$ cat src/rtl/segPkg.sv
package segPkg;
  localparam int TRL_BYTES = 8;
  localparam logic [31:0] CRC_POLY = 32'h04C11DB7;

  typedef enum logic [1:0] {SRC_IN, SRC_PAD, SRC_TRL} srcSel_e;

  typedef struct packed {
    logic    take;     // output handshake this cycle
    logic    crcEn;    // fold outData into CRC
    logic    restart;  // byte is first of packet
    logic    endBeat;  // byte is last data byte
    logic    clear;    // last trailer byte leaves
    srcSel_e src;
    logic [2:0] trlIdx;
  } segCtl_t;

  function automatic logic [31:0] crcByte(input logic [31:0] c, input logic [7:0] d);
    logic [31:0] r;
    r = c;
    for (int i = 7; i >= 0; i--) begin
      if (r[31] ^ d[i]) r = {r[30:0], 1'b0} ^ CRC_POLY;
      else              r = {r[30:0], 1'b0};
    end
    return r;
  endfunction
endpackage

$ cat src/rtl/segCtrl.sv
module segCtrl
  import segPkg::*;
#(
  parameter int CELL_BYTES = 48
) (
  input  logic    clk,
  input  logic    rstN,
  input  logic    inValid,
  input  logic    inSop,
  input  logic    inEop,
  input  logic    outReady,
  output logic    inReady,
  output logic    outValid,
  output logic    cellStart,
  output logic    lastCell,
  output segCtl_t ctl
);
  localparam int POS_W = $clog2(CELL_BYTES);
  localparam logic [POS_W-1:0] LAST_POS = POS_W'(CELL_BYTES - 1);
  localparam logic [POS_W-1:0] TRL_POS  = POS_W'(CELL_BYTES - TRL_BYTES);

  typedef enum logic [1:0] {ST_DATA, ST_PAD, ST_TRL} st_e;

  st_e st;
  logic [POS_W-1:0] pos, posNext;
  logic [2:0] tIdx;
  logic take;

  assign posNext = (pos == LAST_POS) ? '0 : pos + 1'b1;

  always_comb begin
    outValid  = (st == ST_DATA) ? inValid : 1'b1;
    inReady   = (st == ST_DATA) && outReady;
    take      = outValid && outReady;
    cellStart = outValid && (pos == '0);
    lastCell  = outValid && (st == ST_TRL) && (tIdx == 3'd7);
    ctl.take    = take;
    ctl.src     = (st == ST_DATA) ? SRC_IN : ((st == ST_PAD) ? SRC_PAD : SRC_TRL);
    ctl.crcEn   = take && ((st != ST_TRL) || !tIdx[2]);
    ctl.restart = take && (st == ST_DATA) && inSop;
    ctl.endBeat = take && (st == ST_DATA) && inEop;
    ctl.clear   = take && (st == ST_TRL) && (tIdx == 3'd7);
    ctl.trlIdx  = tIdx;
  end

  always_ff @(posedge clk or negedge rstN) begin
    if (!rstN) begin
      st   <= ST_DATA;
      pos  <= '0;
      tIdx <= '0;
    end else if (take) begin
      pos <= posNext;
      unique case (st)
        ST_DATA: if (inEop) st <= (posNext == TRL_POS) ? ST_TRL : ST_PAD;
        ST_PAD:  if (posNext == TRL_POS) st <= ST_TRL;
        default: begin
          tIdx <= tIdx + 3'd1;
          if (tIdx == 3'd7) st <= ST_DATA;
        end
      endcase
    end
  end


  pos_in_range_chk: assert property (@(posedge clk) disable iff (!rstN) pos <= LAST_POS);

  trailer_align_chk: assert property (@(posedge clk) disable iff (!rstN)
    (ctl.src == SRC_TRL && tIdx == 3'd0) |-> pos == TRL_POS);

  last_at_end_chk: assert property (@(posedge clk) disable iff (!rstN) lastCell |-> pos == LAST_POS);

  ready_phase_chk: assert property (@(posedge clk) disable iff (!rstN)
    inReady |-> (ctl.src == SRC_IN && outReady));
endmodule

$ cat src/rtl/segDatapath.sv
module segDatapath
  import segPkg::*;
(
  input  logic       clk,
  input  logic       rstN,
  input  segCtl_t    ctl,
  input  logic [7:0] inData,
  input  logic [7:0] pktUser,
  output logic [7:0] outData
);
  logic [31:0] crc, crcBase;
  logic [15:0] lenCnt;
  logic [7:0]  userReg;

  always_comb begin
    unique case (ctl.src)
      SRC_IN:  outData = inData;
      SRC_PAD: outData = 8'h00;
      default: begin
        unique case (ctl.trlIdx)
          3'd0: outData = userReg;
          3'd1: outData = 8'h00;
          3'd2: outData = lenCnt[15:8];
          3'd3: outData = lenCnt[7:0];
          3'd4: outData = ~crc[31:24];
          3'd5: outData = ~crc[23:16];
          3'd6: outData = ~crc[15:8];
          default: outData = ~crc[7:0];
        endcase
      end
    endcase
    crcBase = ctl.restart ? 32'hFFFF_FFFF : crc;
  end

  always_ff @(posedge clk or negedge rstN) begin
    if (!rstN) begin
      crc     <= 32'hFFFF_FFFF;
      lenCnt  <= '0;
      userReg <= '0;
    end else if (ctl.clear) begin
      crc    <= 32'hFFFF_FFFF;
      lenCnt <= '0;
    end else begin
      if (ctl.crcEn) crc <= crcByte(crcBase, outData);
      if (ctl.take && ctl.src == SRC_IN) lenCnt <= ctl.restart ? 16'd1 : lenCnt + 16'd1;
      if (ctl.endBeat) userReg <= pktUser;
    end
  end


  pad_len_hold_chk: assert property (@(posedge clk) disable iff (!rstN)
    (ctl.take && ctl.src == SRC_PAD) |=> $stable(lenCnt));

  crc_hold_chk: assert property (@(posedge clk) disable iff (!rstN)
    (!ctl.take) |=> $stable(crc));
endmodule

$ cat src/rtl/cellSegmenter.sv
module cellSegmenter
  import segPkg::*;
#(
  parameter int CELL_BYTES = 48
) (
  input  logic       clk,
  input  logic       rstN,
  input  logic       inValid,
  output logic       inReady,
  input  logic [7:0] inData,
  input  logic       inSop,
  input  logic       inEop,
  input  logic [7:0] pktUser,
  output logic       outValid,
  input  logic       outReady,
  output logic [7:0] outData,
  output logic       cellStart,
  output logic       lastCell
);
  segCtl_t ctl;

  segCtrl #(.CELL_BYTES(CELL_BYTES)) u_ctrl (
    .clk(clk), .rstN(rstN), .inValid(inValid), .inSop(inSop), .inEop(inEop),
    .outReady(outReady), .inReady(inReady), .outValid(outValid),
    .cellStart(cellStart), .lastCell(lastCell), .ctl(ctl)
  );

  segDatapath u_dp (
    .clk(clk), .rstN(rstN), .ctl(ctl), .inData(inData), .pktUser(pktUser),
    .outData(outData)
  );


  stall_hold_chk: assert property (@(posedge clk) disable iff (!rstN)
    (outValid && !outReady) |=> (outValid && $stable(outData)));

  start_not_last_chk: assert property (@(posedge clk) disable iff (!rstN)
    cellStart |-> !lastCell);
endmodule

$ cat config.mk
export PLATFORM = sky130hd
export DESIGN_NAME = cellSegmenter
export DESIGN_NICKNAME = d
export VERILOG_FILES = /design/src/rtl/segPkg.sv /design/src/rtl/segCtrl.sv /design/src/rtl/segDatapath.sv /design/src/rtl/cellSegmenter.sv
export SDC_FILE = /design/constraint.sdc
export NUM_CORES = 1
export LEC_CHECK = 0
export BUFFER_PORTS_ARGS = -buffer_cell sky130_fd_sc_hd__buf_4
export CELL_PAD_IN_SITES_DETAIL_PLACEMENT = 1
export CELL_PAD_IN_SITES_GLOBAL_PLACEMENT = 1
export CORE_AREA = 3 3 104 106
export DETAILED_ROUTE_END_ITERATION = 12
export DIE_AREA = 0 0 107 109
export GPL_TIMING_DRIVEN = 0
export MAX_ROUTING_LAYER = met4
export PLACE_DENSITY_LB_ADDON = 0.1
export SLEW_MARGIN = 20
export SYNTH_ARGS = -nofsm -noshare
export SYNTH_HDL_FRONTEND = slang
export SYNTH_SLANG_ARGS = --single-unit
$ cat constraint.sdc
create_clock -name clk -period 4.6 [get_ports clk]
set_input_delay 1.15 -clock clk [delete_from_list [all_inputs] [get_ports clk]]
set_output_delay 1.15 -clock clk [all_outputs]
set_load 0.02 [all_outputs]
; Word level (Yosys, flattened, before mapping)
; Index checks and enable logic that the tools add are counted.
; Widths: inputs -> output; s select.
[word_totals]
register_bits = 67
in_bits = 22
output_inout_bits = 12
word_cells = 110
[classes]
add_sub_neg = 3
eq_ne = 15
mux = 39
bitwise_logic = 22
n_reduce_logical = 25
[op_table]
columns = op, n
row1 = $mux 32, 17
row2 = $mux 27, 8
row3 = $not 14->14, 8
row4 = $pmux 8 s7, 1
row5 = $mux 16, 3
row6 = $not 8->8, 4
row7 = $add 16x1->16 const B, 1
row8 = $pmux 8 s2, 1
row9 = $eq 3x3->1 const B, 4
row10 = $eq 6x6->1 const B, 2
row11 = $logic_and 1x1->1, 12
row12 = $mux 2, 6
row13 = $xor 1x1->1, 8
row14 = $add 6x1->6 const B, 1
row15 = $eq 3x2->1 const B, 2
row16 = $logic_not 6->1, 1
row17 = $mux 6, 1
row18 = $ne 2x2->1 const B, 3
row19 = $eq 2x1->1 const B, 2
row20 = $logic_not 2->1, 2
row21 = $pmux 2 s2, 1
row22 = $reduce_and 2->1, 2
row23 = $reduce_and 4->1, 1
row24 = $reduce_bool 2->1, 2
row25 = 10 further kinds, 11

; Depth between registers and ports, before layout
[logic_depth]
depth_word = 38
mapped_depth = 13
ltp_nobuf = 10

; By module
; From an unflattened synthesis, not the netlist that was laid out.
[hier_totals]
hier_cells = 552
hier_area_um2 = 5016.1
[by_module_without_submodules]
columns = mod, n_inst, cells_each, area_each_um2, seq_area_each_um2
row1 = segDatapath, 1, 481, 4304.1, 1441.4
row2 = segCtrl, 1, 71, 711.9, 275.3

; Worst setup path after synthesis
; No wires, ideal clock.
[synth_timing]
path_type = reg2reg
start = register u_ctrl.tIdx[0]
end = register u_dp.crc[11]
setup_ns = 0.080
arrival_time_ns = 3.373
required_ns = 4.520
setup_slack_ns = 1.147
path_stages_with_launch = 11
path_buffers = 1
period_less_slack_ns = 3.453
cell_sequence = dfrtp_1 > ha_1 > ha_1 > buf_6 > nor4_4 > a221oi_1 > o21ai_0 > xnor2_2 > xor2_2 > xnor3_1 > o22a_1
[synth_via]
word_cells_on_any_way = 47
cone_classes = eq/ne (7) / mux (26) / bitwise (11) / reduce/logical (3)
[synth_lines]
columns = element, line
row1 = start: declaration, segCtrl.sv:26  ; logic [2:0] tIdx;
row2 = start signal: assignment, segCtrl.sv:57  ; tIdx <= tIdx + 3'd1;
row3 = "$eq 3x3->1, or another cell as far along", segDatapath.sv:20  ; unique case (ctl.trlIdx)
row4 = $pmux 8 s7 (*), segDatapath.sv:20
row5 = $pmux 8 s2 (*), segDatapath.sv:16  ; unique case (ctl.src)
row6 = named net outData[0], cellSegmenter.sv:16  ; output logic [7:0] outData,
row7 = $xor 1x1->1 (*), segPkg.sv:21  ; if (r[31] ^ d[i]) r = {r[30:0], 1'b0} ^ CRC_POLY;
row8 = $mux 27 (*), segPkg.sv:21
row9 = $mux 32 (*), segDatapath.sv:44  ; if (ctl.crcEn) crc <= crcByte(crcBase, outData);
row10 = $mux 32 (*), segDatapath.sv:40  ; end else if (ctl.clear) begin
row11 = end signal: assignment, segDatapath.sv:44
row12 = end: declaration, segDatapath.sv:11  ; logic [31:0] crc, crcBase;
; The timed path passes the listed nets; every way through them passes the cells marked *. The select of a mux whose other input is x is not followed.
; A chain may end at the register's enable or synchronous reset.

; Worst setup path in the final report
[layout_timing]
start = register u_ctrl.tIdx[2]
end = output port outData[0]
[layout_via]
elab_chain_cells = 3
word_cells_on_any_way = 9
cone_classes = eq/ne (6) / mux (2) / reduce/logical (1)
[layout_lines]
columns = element, line
row1 = "$eq 3x3->1, or another cell as far along", segDatapath.sv:20
row2 = $pmux 8 s7 (*), segDatapath.sv:20
row3 = $pmux 8 s2 (*), segDatapath.sv:16
row4 = end: declaration, cellSegmenter.sv:16
; Mark *: on every way between the ends. The rest lies on a longest branch, timed or not.

==> flow_summary.json <==
{
  "power_density_mw_per_mm2": 848,
  "fin_crit_sh": 0.917,
  "post_drt_wl_per_cell_um": 20.2,
  "num_rows": 36,
  "multiInputGateArea_mm2": 0.00273,
  "port-buffer-count": 33,
  "postCtsHoldBufs": 0,
  "clk_pin_slew_ns": 0.08,
  "cap_violations": 0,
  "wirelength_um": 13800,
  "place.gp.congestion": 0.878,
  "gr-total-overflow": 0,
  "pre_cts_ws_ns": 0.460,
  "final_cell_mix": "68 x nor2_1, 48 x xnor2_1, 45 x nand2_1",
  "io_pins": 34,
  "critPathCaptureType": "output port",
  "ys_seq_elements": 67,
  "htreeDepth": 3,
  "ys.flop_type": "dfrtp_1",
  "dp_hpwl_um": 10200,
  "path_class": "reg2out",
  "dieArea_mm2": 0.0117,
  "synth_cell_types": 57,
  "grt_pass1_vias": 4069,
  "syn_avg_cell_area_um2": 9.22,
  "cts_setup_buffers": 0,
  "antenna_found_initial": 0,
  "layout.nets": 577,
  "crit_path_start_kind": "register",
  "min_period_ns": 4.22,
  "vias": 3909,
  "clkSinkCount": 67,
  "clock_latency_ns": 0.36,
  "synth-edff-count": 0,
  "via_per_inst": 5.71,
  "holdWs_ns": 0.504,
  "clock_path_buffers": 2,
  "die_y_um": 109,
  "dieWidth_um": 107,
  "arrival_ns": 3.07,
  "r2r_setup_slack_ns": 0.68,
  "syn_to_final_growth_pct": 13.0,
  "maxSlewHeadroom": 0.404,
  "rsz0062_at_grt": "no",
  "vdd_drop_max_v": 0.000521,
  "grt_max_degree": 68,
  "cellLeakagePower_nw": 2.15,
  "cts_tree": "done",
  "diodes": 0,
  "finalMaxSlewViolations": 0,
  "first_pass_iters": 4,
  "layout.area.seq_mm2": 0.00172,
  "hold_violations": 0,
  "synth_area_mm2": 0.00463,
  "syn-num-nets": 533,
  "grt_pass1_wl_um": 22600,
  "required_ns": 3.45,
  "yosysWarnings": 0,
  "initial_core_util": 0.469,
  "synthCells": 502,
  "worst-path-max-fanout": 10,
  "num-fill-cells": 1146,
  "grt_usage": 0.263,
  "whs_path_depth": 1,
  "core_mm2": 0.00986,
  "ant_nets": 0,
  "drt_iter0_markers": 240,
  "tns_ns": 0,
  "drc": 0,
  "drive_above_1_share": 0.216,
  "ff2ff_path_depth": 12,
  "cts_resized": 0,
  "cts_buffers": 9,
  "max_clock_freq_mhz": 237,
  "synth-seq-area-share": 0.371,
  "worst_slew_pin_slew_ns": 0.894,
  "status": "complete, no violations",
  "finalClockSkew_ns": 0.0103,
  "hold_path.class": "reg2reg",
  "synthArstFlopShare": 1.00,
  "cts_root_buf": "clkbuf_8",
  "fin_ws_ns": 0.381,
  "finalSetupViolCount": 0,
  "final_common_cell": "nor2_1"
}
routing by layer:
layer  vias to the layer above  track usage  part of all wire
met5                         -            -                 0
met3                        21       0.0450             0.039
met2                        93        0.404              0.47
met4                         0       0.0886             0.021
met1                      1985        0.354              0.47
li1                       1810            -                 -
power breakdown:
group	internal (mW)	total (mW)	switching, mW
clock network	0.266	0.505	0.239
logic	1.43	2.81	1.38
registers	0.913	1.12	0.205
flip-flops by register name, indices dropped and copies added, names as in the netlist:
name / count
u_dp.crc: 32
u_dp.lenCnt: 16
u_dp.userReg: 8
u_ctrl.pos: 6
u_ctrl.tIdx: 3
u_ctrl.st: 2
metrics by stage:
step                std cells  cell area [um2]  utilization  power [mW]
detailed placement        668             5040        0.511        3.91
floorplan                 502             4630            -        3.35
global placement          668             5040        0.511        3.80
CTS                       684             5230        0.530        4.45
finish                    684             5230        0.530        4.43
global route              684             5230        0.530        4.77
synth_stat cells (4+ instances only):
cell type	instances	area (um2)
a21oi_1	34	170
a221o_1	6	60.1
a221oi_1	6	52.6
a31oi_1	4	25.0
and2_1	5	31.3
and3_1	6	37.5
buf_2	9	45.0
clkbuf_1	15	56.3
dfrtp_1	35	876
dfstp_2	32	841
ha_1	9	113
inv_1	13	48.8
mux2_2	10	113
nand2_1	45	169
nand2b_1	15	93.8
nand3_1	16	80.1
nor2_1	68	255
nor2b_1	10	62.6
o2111ai_1	4	35.0
o21ai_0	34	170
o22a_1	5	43.8
o31ai_1	5	37.5
xnor2_1	48	420
xnor2_2	6	97.6
xor2_1	11	96.3
xor2_2	4	65.1
worst paths after layout:
kind,startpoint,to
max,u_ctrl.tIdx[2],outData[0]
min,u_dp.lenCnt[15],u_dp.lenCnt[15]
min in group asynchronous,rstN,u_dp.lenCnt[1]
max in group asynchronous,rstN,u_dp.lenCnt[0]
min reg2reg,u_dp.lenCnt[15],u_dp.lenCnt[15]
max reg2reg,u_ctrl.tIdx[2],u_dp.crc[11]
critical path, stage by stage, from the launching register on:
cell and delay (ns):
dfrtp_1 0.36, buf_2 0.25, inv_1 0.13, ha_1 0.22
buf_6 0.14, nor4_4 0.60, a221oi_1 0.14, o21ai_0 0.60
buf_4 0.26
final cells by class:
cell class / count / area share
multi-input cells: 394 / 0.522
clock inverters: 2 / 0.00670
well taps: 133 / 0.0318
inverters: 13 / 0.00933
plain buffers: 28 / 0.0251
clock buffers: 14 / 0.0292
flip-flops and latches: 67 / 0.328
repair buffers: 33 / 0.0474
kinds of logic (layout without fill, tap and decap cells):
group | after synthesis | count (layout) | synth area share
compound gates | 115 | 115 | 0.164
simple gates | 183 | 183 | 0.189
fa+ha+maj | 9 | 9 | 0.0243
mux | 10 | 10 | 0.0243
buf+inv | 41 | 90 | 0.0389
flops | 67 | 67 | 0.371
xor+xnor | 77 | 77 | 0.189
(Power assumes the default switching activity.)
